--- src/rtl/ptw_pkg.sv ---
package ptw_pkg;
  localparam logic [1:0] ACC_LOAD  = 2'd0;
  localparam logic [1:0] ACC_STORE = 2'd1;
  localparam logic [1:0] ACC_FETCH = 2'd2;

  localparam logic [1:0] PRIV_U = 2'b00;
  localparam logic [1:0] PRIV_S = 2'b01;
  localparam logic [1:0] PRIV_M = 2'b11;

  // entry flag positions
  localparam int F_V = 0;
  localparam int F_R = 1;
  localparam int F_W = 2;
  localparam int F_X = 3;
  localparam int F_U = 4;
  localparam int F_A = 6;
  localparam int F_D = 7;

  typedef enum logic [2:0] {
    ST_IDLE  = 3'd0,
    ST_RD    = 3'd1,
    ST_RWAIT = 3'd2,
    ST_WR    = 3'd3,
    ST_DONE  = 3'd4
  } walk_st_e;
endpackage

--- src/rtl/ptw_leaf_check.sv ---
module ptw_leaf_check
  import ptw_pkg::*;
#(
  parameter int PTE_W = 32
) (
  input  logic [PTE_W-1:0] pte,
  input  logic [1:0]       kind,
  input  logic [1:0]       priv,
  input  logic             user_ok,
  input  logic             exec_rd,
  input  logic             misal,
  output logic             fault,
  output logic             perm_r,
  output logic             perm_w,
  output logic             perm_x,
  output logic [PTE_W-1:0] new_pte,
  output logic             need_wr
);
  logic v, r, w, x, u, d;
  logic rsvd, priv_bad, acc_ok;

  always_comb begin
    v = pte[F_V];
    r = pte[F_R];
    w = pte[F_W];
    x = pte[F_X];
    u = pte[F_U];
    d = pte[F_D];
    // write-only and write+execute are both "W without R"
    rsvd = w && !r;
    if (u) priv_bad = (priv != PRIV_U) && (!user_ok || kind == ACC_FETCH);
    else   priv_bad = (priv != PRIV_S);
    case (kind)
      ACC_LOAD:  acc_ok = r || (x && exec_rd);
      ACC_STORE: acc_ok = w;
      ACC_FETCH: acc_ok = x;
      default:   acc_ok = 1'b0;
    endcase
    fault   = !v || !(r || w || x) || rsvd || priv_bad || misal || !acc_ok;
    new_pte = pte;
    new_pte[F_A] = 1'b1;
    if (kind == ACC_STORE) new_pte[F_D] = 1'b1;
    need_wr = (new_pte != pte);
    perm_r  = r || (x && exec_rd);
    perm_x  = x;
    perm_w  = w && (kind == ACC_STORE || d);
  end
endmodule

--- src/rtl/ptw_addr_gen.sv ---
module ptw_addr_gen #(
  parameter int VA_W      = 32,
  parameter int PA_W      = 34,
  parameter int PG_SHIFT  = 12,
  parameter int IDX_W     = 10,
  parameter int LEVELS    = 2,
  parameter int PTE_BYTES = 4,
  localparam int PPN_W    = PA_W - PG_SHIFT,
  localparam int LVL_W    = (LEVELS > 1) ? $clog2(LEVELS) : 1
) (
  input  logic [VA_W-1:0]  va,
  input  logic [LVL_W-1:0] lvl,
  input  logic [PPN_W-1:0] base_pn,
  input  logic [PPN_W-1:0] leaf_pn,
  output logic [PA_W-1:0]  pte_addr,
  output logic [PA_W-1:0]  leaf_pa,
  output logic             misal
);
  localparam int ESZ_SH = $clog2(PTE_BYTES);

  logic [IDX_W-1:0] idx_arr [LEVELS];
  logic [PPN_W-1:0] pn_arr  [LEVELS];
  logic             mis_arr [LEVELS];
  logic [PPN_W-1:0] vpn_ext;
  logic [IDX_W-1:0] idx_sel;
  logic [PPN_W-1:0] pn_sel;

  assign vpn_ext = PPN_W'(va[VA_W-1:PG_SHIFT]);

  for (genvar g = 0; g < LEVELS; g++) begin : g_lvl
    localparam logic [PPN_W-1:0] LOW = (PPN_W'(1) << (g * IDX_W)) - PPN_W'(1);
    assign idx_arr[g] = va[PG_SHIFT + g*IDX_W +: IDX_W];
    assign pn_arr[g]  = (leaf_pn & ~LOW) | (vpn_ext & LOW);
    assign mis_arr[g] = |(leaf_pn & LOW);
  end

  always_comb begin
    idx_sel = '0;
    pn_sel  = leaf_pn;
    misal   = 1'b0;
    for (int i = 0; i < LEVELS; i++) begin
      if (lvl == LVL_W'(i)) begin
        idx_sel = idx_arr[i];
        pn_sel  = pn_arr[i];
        misal   = mis_arr[i];
      end
    end
  end

  assign pte_addr = (PA_W'(base_pn) << PG_SHIFT) + (PA_W'(idx_sel) << ESZ_SH);
  assign leaf_pa  = {pn_sel, va[PG_SHIFT-1:0]};
endmodule

--- src/rtl/ptw_sv32.sv ---
module ptw_sv32
  import ptw_pkg::*;
#(
  parameter int VA_W     = 32,
  parameter int PA_W     = 34,
  parameter int PG_SHIFT = 12,
  parameter int IDX_W    = 10,
  parameter int LEVELS   = 2,
  parameter int PTE_W    = 32,
  localparam int PPN_W   = PA_W - PG_SHIFT
) (
  input  logic             clk,
  input  logic             rst,
  input  logic             req_valid,
  output logic             req_ready,
  input  logic [VA_W-1:0]  req_vaddr,
  input  logic [1:0]       req_kind,
  input  logic [1:0]       req_priv,
  input  logic             req_paged,
  input  logic [PPN_W-1:0] req_root_pn,
  input  logic             req_user_ok,
  input  logic             req_exec_rd,
  output logic             rsp_valid,
  output logic             rsp_fault,
  output logic [PA_W-1:0]  rsp_paddr,
  output logic             rsp_r,
  output logic             rsp_w,
  output logic             rsp_x,
  output logic             mem_req_valid,
  input  logic             mem_req_ready,
  output logic             mem_req_we,
  output logic [PA_W-1:0]  mem_req_addr,
  output logic [PTE_W-1:0] mem_req_wdata,
  input  logic             mem_rsp_valid,
  input  logic [PTE_W-1:0] mem_rsp_data,
  input  logic             mem_rsp_err
);
  localparam int LVL_W = (LEVELS > 1) ? $clog2(LEVELS) : 1;
  localparam int FLG_W = PTE_W - PPN_W;
  localparam logic [LVL_W-1:0] TOP_LVL = LVL_W'(LEVELS - 1);

  walk_st_e         st_q;
  logic [VA_W-1:0]  va_q;
  logic [1:0]       kind_q, priv_q;
  logic             uok_q, xrd_q;
  logic [PPN_W-1:0] base_q;
  logic [LVL_W-1:0] lvl_q;
  logic [PTE_W-1:0] wdata_q;
  logic             flt_q, r_q, w_q, x_q;
  logic [PA_W-1:0]  pa_q;

  logic [PPN_W-1:0] ent_pn;
  logic             ent_v, ent_ptr;
  logic [PA_W-1:0]  pte_addr, leaf_pa;
  logic             misal;
  logic             lc_fault, lc_r, lc_w, lc_x, lc_need_wr;
  logic [PTE_W-1:0] lc_new;
  logic             bypass, walk_fail;

  assign ent_pn  = mem_rsp_data[PTE_W-1:FLG_W];
  assign ent_v   = mem_rsp_data[F_V];
  assign ent_ptr = ent_v && !(mem_rsp_data[F_R] || mem_rsp_data[F_W] || mem_rsp_data[F_X]);

  ptw_addr_gen #(
    .VA_W(VA_W), .PA_W(PA_W), .PG_SHIFT(PG_SHIFT), .IDX_W(IDX_W),
    .LEVELS(LEVELS), .PTE_BYTES(PTE_W/8)
  ) u_addr (
    .va(va_q), .lvl(lvl_q), .base_pn(base_q), .leaf_pn(ent_pn),
    .pte_addr(pte_addr), .leaf_pa(leaf_pa), .misal(misal)
  );

  ptw_leaf_check #(.PTE_W(PTE_W)) u_leaf (
    .pte(mem_rsp_data), .kind(kind_q), .priv(priv_q),
    .user_ok(uok_q), .exec_rd(xrd_q), .misal(misal),
    .fault(lc_fault), .perm_r(lc_r), .perm_w(lc_w), .perm_x(lc_x),
    .new_pte(lc_new), .need_wr(lc_need_wr)
  );

  assign bypass = !req_paged || (req_priv == PRIV_M);

  // error wins over any entry content
  assign walk_fail = mem_rsp_err || !ent_v ||
                     (ent_ptr && lvl_q == '0) ||
                     (!ent_ptr && lc_fault);

  always_ff @(posedge clk) begin
    if (rst) begin
      st_q    <= ST_IDLE;
      va_q    <= '0;
      kind_q  <= '0;
      priv_q  <= '0;
      uok_q   <= 1'b0;
      xrd_q   <= 1'b0;
      base_q  <= '0;
      lvl_q   <= '0;
      wdata_q <= '0;
      flt_q   <= 1'b0;
      r_q     <= 1'b0;
      w_q     <= 1'b0;
      x_q     <= 1'b0;
      pa_q    <= '0;
    end else begin
      case (st_q)
        ST_IDLE: begin
          if (req_valid) begin
            va_q   <= req_vaddr;
            kind_q <= req_kind;
            priv_q <= req_priv;
            uok_q  <= req_user_ok;
            xrd_q  <= req_exec_rd;
            base_q <= req_root_pn;
            lvl_q  <= TOP_LVL;
            if (bypass) begin
              pa_q  <= PA_W'(req_vaddr);
              r_q   <= 1'b1;
              w_q   <= 1'b1;
              x_q   <= 1'b1;
              flt_q <= 1'b0;
              st_q  <= ST_DONE;
            end else begin
              st_q <= ST_RD;
            end
          end
        end
        ST_RD: begin
          if (mem_req_ready) st_q <= ST_RWAIT;
        end
        ST_RWAIT: begin
          if (mem_rsp_valid) begin
            if (walk_fail) begin
              flt_q <= 1'b1;
              pa_q  <= '0;
              r_q   <= 1'b0;
              w_q   <= 1'b0;
              x_q   <= 1'b0;
              st_q  <= ST_DONE;
            end else if (ent_ptr) begin
              base_q <= ent_pn;
              lvl_q  <= lvl_q - 1'b1;
              st_q   <= ST_RD;
            end else begin
              flt_q   <= 1'b0;
              pa_q    <= leaf_pa;
              r_q     <= lc_r;
              w_q     <= lc_w;
              x_q     <= lc_x;
              wdata_q <= lc_new;
              st_q    <= lc_need_wr ? ST_WR : ST_DONE;
            end
          end
        end
        ST_WR: begin
          if (mem_req_ready) st_q <= ST_DONE;
        end
        ST_DONE: st_q <= ST_IDLE;
        default: st_q <= ST_IDLE;
      endcase
    end
  end

  assign req_ready     = (st_q == ST_IDLE);
  assign rsp_valid     = (st_q == ST_DONE);
  assign rsp_fault     = flt_q;
  assign rsp_paddr     = pa_q;
  assign rsp_r         = r_q;
  assign rsp_w         = w_q;
  assign rsp_x         = x_q;
  assign mem_req_valid = (st_q == ST_RD) || (st_q == ST_WR);
  assign mem_req_we    = (st_q == ST_WR);
  assign mem_req_addr  = pte_addr;
  assign mem_req_wdata = wdata_q;
endmodule

--- config.mk ---
export PLATFORM = sky130hd
export DESIGN_NAME = ptw_sv32
export DESIGN_NICKNAME = d
export VERILOG_FILES = /design/src/rtl/ptw_pkg.sv /design/src/rtl/ptw_leaf_check.sv /design/src/rtl/ptw_addr_gen.sv /design/src/rtl/ptw_sv32.sv
export SDC_FILE = /design/constraint.sdc
export NUM_CORES = 1
export LEC_CHECK = 0
export ABC_AREA = 1
export BUFFER_PORTS_ARGS = -buffer_cell sky130_fd_sc_hd__buf_2
export CORE_ASPECT_RATIO = 0.8
export CORE_MARGIN = 5
export CORE_UTILIZATION = 25
export CTS_CLUSTER_DIAMETER = 100
export DETAILED_ROUTE_END_ITERATION = 12
export GPL_TIMING_DRIVEN = 0
export SETUP_SLACK_MARGIN = 0.1
export SYNTH_ARGS = -nofsm -noshare
export SYNTH_HDL_FRONTEND = slang
export SYNTH_SLANG_ARGS = --single-unit
--- constraint.sdc ---
create_clock -name clk -period 2.6 [get_ports clk]
set_input_delay 0.39 -clock clk [delete_from_list [all_inputs] [get_ports clk]]
set_output_delay 0.39 -clock clk [all_outputs]
set_load 0.1 [all_outputs]
==> impl_results.html <==
<table>
<tr><th>Metric</th><th>Value</th></tr>
<tr><th colspan="2">Outcome</th></tr>
<tr><td>Result of the run</td><td>finished, final reports clean</td></tr>
<tr><th colspan="2">Worst setup path</th></tr>
<tr><td>Category of the worst setup path launch point</td><td>flip-flop</td></tr>
<tr><td>Cell with the biggest individual delay on the critical path</td><td>sky130_fd_sc_hd__clkbuf_4</td></tr>
<tr><td>Setup CP Type</td><td>reg2out</td></tr>
<tr><td>Crit Path Max Fanout</td><td>10</td></tr>
<tr><td>Worst path top cell family by delay</td><td>buffers and inverters</td></tr>
<tr><td>Maximum single-stage delay on the critical path</td><td>450 ps</td></tr>
<tr><td>Cell-by-cell listing of the critical path</td><td>nor2_2 &gt; nand2_2 &gt; inv_4 &gt; clkbuf_1 &gt; clkbuf_4</td></tr>
<tr><td>Depth of the worst register-to-register path</td><td>6</td></tr>
<tr><td>CP endpoint kind</td><td>output pin</td></tr>
<tr><td>Total buffers and inverters traversed by the critical path</td><td>3</td></tr>
<tr><td>Path length in cells of the critical path</td><td>5</td></tr>
<tr><td>Required time worst endpoint</td><td>between 2000 and 2500 ps</td></tr>
<tr><td>Data arrival time of the critical path</td><td>approximately 2000 ps</td></tr>
<tr><th colspan="2">Timing</th></tr>
<tr><td>Clock Skew</td><td>15.4 ps</td></tr>
<tr><td>Worst-Margin Slew</td><td>about 740 ps</td></tr>
<tr><td>Count of final max-slew check failures</td><td>0</td></tr>
<tr><td>Final number of setup-violating endpoints</td><td>0</td></tr>
<tr><td>Setup TNS after final layout</td><td>0 ps</td></tr>
<tr><td>Shortest period the worst path allows</td><td>2420 ps</td></tr>
<tr><td>Maximum achievable frequency</td><td>just over 400 MHz</td></tr>
<tr><td>Worst slew margin relative to its limit</td><td>0.505</td></tr>
<tr><td>Unrepaired setup endpoints after global routing</td><td>true</td></tr>
<tr><td>Period Utilization, post-route</td><td>0.930</td></tr>
<tr><td>Total count of hold-check failures in the final report</td><td>0</td></tr>
<tr><td>Post-route worst setup slack</td><td>approximately 180 ps</td></tr>
<tr><td>Final hold slack</td><td>between 200 and 250 ps</td></tr>
<tr><th colspan="2">Clock tree</th></tr>
<tr><td>Clock Root Buffer</td><td>sky130_fd_sc_hd__clkbuf_16</td></tr>
<tr><td>Post-CTS Resized</td><td>0</td></tr>
<tr><td>Hold buffer count at CTS</td><td>0</td></tr>
<tr><td>Number of setup buffers added after CTS</td><td>0</td></tr>
<tr><td>Clk sinks</td><td>between 100 and 150</td></tr>
<tr><td>CTS tree</td><td>yes</td></tr>
<tr><td>Buffer depth of the longest clock path</td><td>2</td></tr>
<tr><td>CTS buffer count</td><td>17</td></tr>
<tr><td>Latest clock arrival within the worst-skew pair</td><td>around 430 ps</td></tr>
<tr><td>Clock transition at the registers of the reported paths</td><td>~60 ps</td></tr>
<tr><td>Number of H-tree levels</td><td>4</td></tr>
<tr><th colspan="2">Finish</th></tr>
<tr><td>Post-layout util</td><td>0.346</td></tr>
<tr><td>Post-layout instance area</td><td>7810 um^2</td></tr>
<tr><td>Final net count</td><td>1087</td></tr>
<tr><td>Final Non-Filler Cells</td><td>1308</td></tr>
<tr><td>Signed area change from the synthesized netlist to the final layout</td><td>35.8%</td></tr>
<tr><td># fillers</td><td>approximately 2500</td></tr>
<tr><td>Fraction of layout instances using a drive strength above 1</td><td>0.287</td></tr>
<tr><th colspan="2">Routing</th></tr>
<tr><td>Number of iterations in the first detailed-routing pass</td><td>5</td></tr>
<tr><td>Antenna Nets Post-Route</td><td>0</td></tr>
<tr><td>Remaining DRCs</td><td>0</td></tr>
<tr><td>Detailed-route wire length per cell</td><td>18.1 um</td></tr>
<tr><td>Vias per inst</td><td>4.85</td></tr>
<tr><td>Total number of vias</td><td>6341</td></tr>
<tr><td>Drt total wl</td><td>23.7 mm</td></tr>
<tr><td>Count of routing violations after the opening detailed-route iteration</td><td>622</td></tr>
<tr><th colspan="2">Run</th></tr>
<tr><td>Max-capacitance violation count</td><td>0</td></tr>
<tr><th colspan="2">Synthesis</th></tr>
<tr><td>Synth Warn #</td><td>0</td></tr>
<tr><td>Avg Cell Area, Syn</td><td>7.51 um^2</td></tr>
<tr><td>Distinct cell type count after synthesis</td><td>30</td></tr>
<tr><td>Number of synthesized register bits</td><td>134</td></tr>
<tr><td>Number of instances in the synthesized netlist</td><td>766</td></tr>
<tr><td>Post-synthesis cell area</td><td>5750 um^2</td></tr>
<tr><td>Sequential cell area fraction in the yosys report</td><td>0.466</td></tr>
<tr><th colspan="2">Place</th></tr>
<tr><td>Placement Cell Area</td><td>7150 um^2</td></tr>
<tr><td>Placed Cells</td><td>1275</td></tr>
<tr><td>Buffers added on ports</td><td>202</td></tr>
<tr><td>Placed wire-length estimate</td><td>between 15 and 20 mm</td></tr>
<tr><td>GP Congestion</td><td>approximately 0.86</td></tr>
<tr><td>Placement-stage worst setup slack</td><td>284 ps</td></tr>
<tr><th colspan="2">Die</th></tr>
<tr><td>Die Wd</td><td>180 um</td></tr>
<tr><td>Initial Util</td><td>0.255</td></tr>
<tr><td>Die ar.</td><td>26200 um^2</td></tr>
<tr><td>Vertical die dimension</td><td>146 um</td></tr>
<tr><td>Ports placed on the boundary</td><td>207</td></tr>
<tr><td>Core Area</td><td>22600 um^2</td></tr>
<tr><td>Num rows</td><td>49</td></tr>
<tr><th colspan="2">Power and ir drop</th></tr>
<tr><td>Part of the total power dissipated in sequential elements</td><td>0.328</td></tr>
<tr><td>Switch share</td><td>0.404</td></tr>
<tr><td>P_int</td><td>4.28 mW</td></tr>
<tr><td>Post-layout total power</td><td>around 7 mW</td></tr>
<tr><td>Power density over the cells</td><td>920 nW/um^2</td></tr>
<tr><td>Total leakage power</td><td>approximately 3.3 nW</td></tr>
<tr><td>Share of power burned in the clock network</td><td>0.369</td></tr>
<tr><td>Combinational share of power</td><td>0.303</td></tr>
<tr><td>Peak supply drop</td><td>0.382 mV</td></tr>
<tr><td>Net switching power of the design</td><td>2.90 mW</td></tr>
<tr><th colspan="2">Worst hold path</th></tr>
<tr><td>Hold Path Stages</td><td>3</td></tr>
<tr><td>Hold WC Path Type</td><td>in2reg</td></tr>
<tr><th colspan="2">GRT</th></tr>
<tr><td>Final global-route overflow total</td><td>0</td></tr>
<tr><td>GR Util All Layers</td><td>0.175</td></tr>
<tr><td>Wire length of the first global-routing pass</td><td>35.9 mm</td></tr>
<tr><td>Maximum number of pins on one net before global-route repair</td><td>17</td></tr>
<tr><td>Via count of the first global-routing pass</td><td>6093</td></tr>
<tr><td>Antenna violations before repair</td><td>4</td></tr>
</table>
## tightest hold or removal path: cells and delay by family
kind	cells	cell delay [ps]
AOI/OAI and AO/OA	1	50
buffers and inverters	1	80
and+or+nand+nor	1	70
## state kept, by name, summed over array words and instances (netlist names)
name,cells
rsp_fault,1
kind_q,2
rsp_r,1
priv_q,2
rsp_x,1
rsp_w,1
rsp_paddr,34
st_q,3
base_q,22
xrd_q,1
va_q,32
lvl_q,1
mem_req_wdata,32
uok_q,1
## Yosys cell counts (all sizes together)
master | instances | area [um^2]
a21boi | 1 | 7.51
a21oi | 145 | 771
or2 | 1 | 6.26
nand4 | 1 | 6.26
a211oi | 10 | 75.1
nor3 | 2 | 10.0
buf | 28 | 175
a31oi | 12 | 75.1
o21ai | 86 | 434
nor2 | 43 | 185
nand3 | 88 | 440
conb | 1 | 3.75
o21bai | 1 | 7.51
nand2 | 123 | 474
o221ai | 11 | 96.3
clkbuf | 35 | 131
inv | 44 | 170
dfxtp | 134 | 2680
## final cells by class
type | instances | area, um^2 | share of cell area
Antenna cell | 1 | 2.50 | 0.000320
Clock buffer | 19 | 443 | 0.0567
Clock inverter | 13 | 193 | 0.0247
Inverter | 44 | 170 | 0.0218
Buffer | 63 | 307 | 0.0393
Multi-Input combinational cell | 526 | 2600 | 0.333
Sequential cell | 134 | 2680 | 0.343
Tap cell | 306 | 383 | 0.0490
Timing Repair Buffer | 202 | 1030 | 0.132
## placed cells by master (no fill, tap or decap), drive strengths merged
cell type	count
a211oi	10
a21boi	1
a21oi	145
a31oi	12
buf	223
bufinv	4
clkbuf	61
clkinv	4
clkinvlp	2
conb	2
dfxtp	134
diode	1
inv	47
nand2	123
nand3	88
nand4	1
nor2	43
nor3	2
o21ai	86
o21bai	1
o221ai	11
or2	1
## kinds of logic after synthesis
family / after synthesis / synth area share
AOI/OAI and AO/OA: 266 / 0.255
buffers and inverters: 107 / 0.0829
DFF: 134 / 0.466
other: 1 / 0.000652
and+or+nand+nor: 258 / 0.195
## power by group through the flow
stage	combinational (mW)	sequential (mW)	clock [mW]
6_report	2.17	2.36	2.65
5_1_grt	2.28	2.38	2.80
4_1_cts	2.17	2.36	2.68
3_5_place_dp	2.16	2.40	0
3_3_place_gp	2.15	2.40	0
2_1_floorplan	0.766	3.29	0
## path summary, 6_finish.rpt
| path | startpoint | to | slack (ps) |
|---|---|---|---|
| setup / recovery | st_q[2] | req_ready | 180 |
| hold / removal | req_root_pn[7] | base_q[7] | 220 |
| hold reg to reg | mem_req_wdata[0] | mem_req_wdata[0] | 460 |
| setup reg to reg | st_q[2] | rsp_paddr[0] | 500 |
## layer usage
| layer | track usage | wire (um) | vias to the layer above |
|---|---|---|---|
| li1 | - | - | 3079 |
| met1 | 0.244 | 11000 | 2947 |
| met2 | 0.259 | 9980 | 268 |
| met3 | 0.0560 | 2070 | 41 |
| met4 | 0.0537 | 613 | 6 |
| met5 | 0 | 43 | - |
Power figures use the tool's default switching activity.
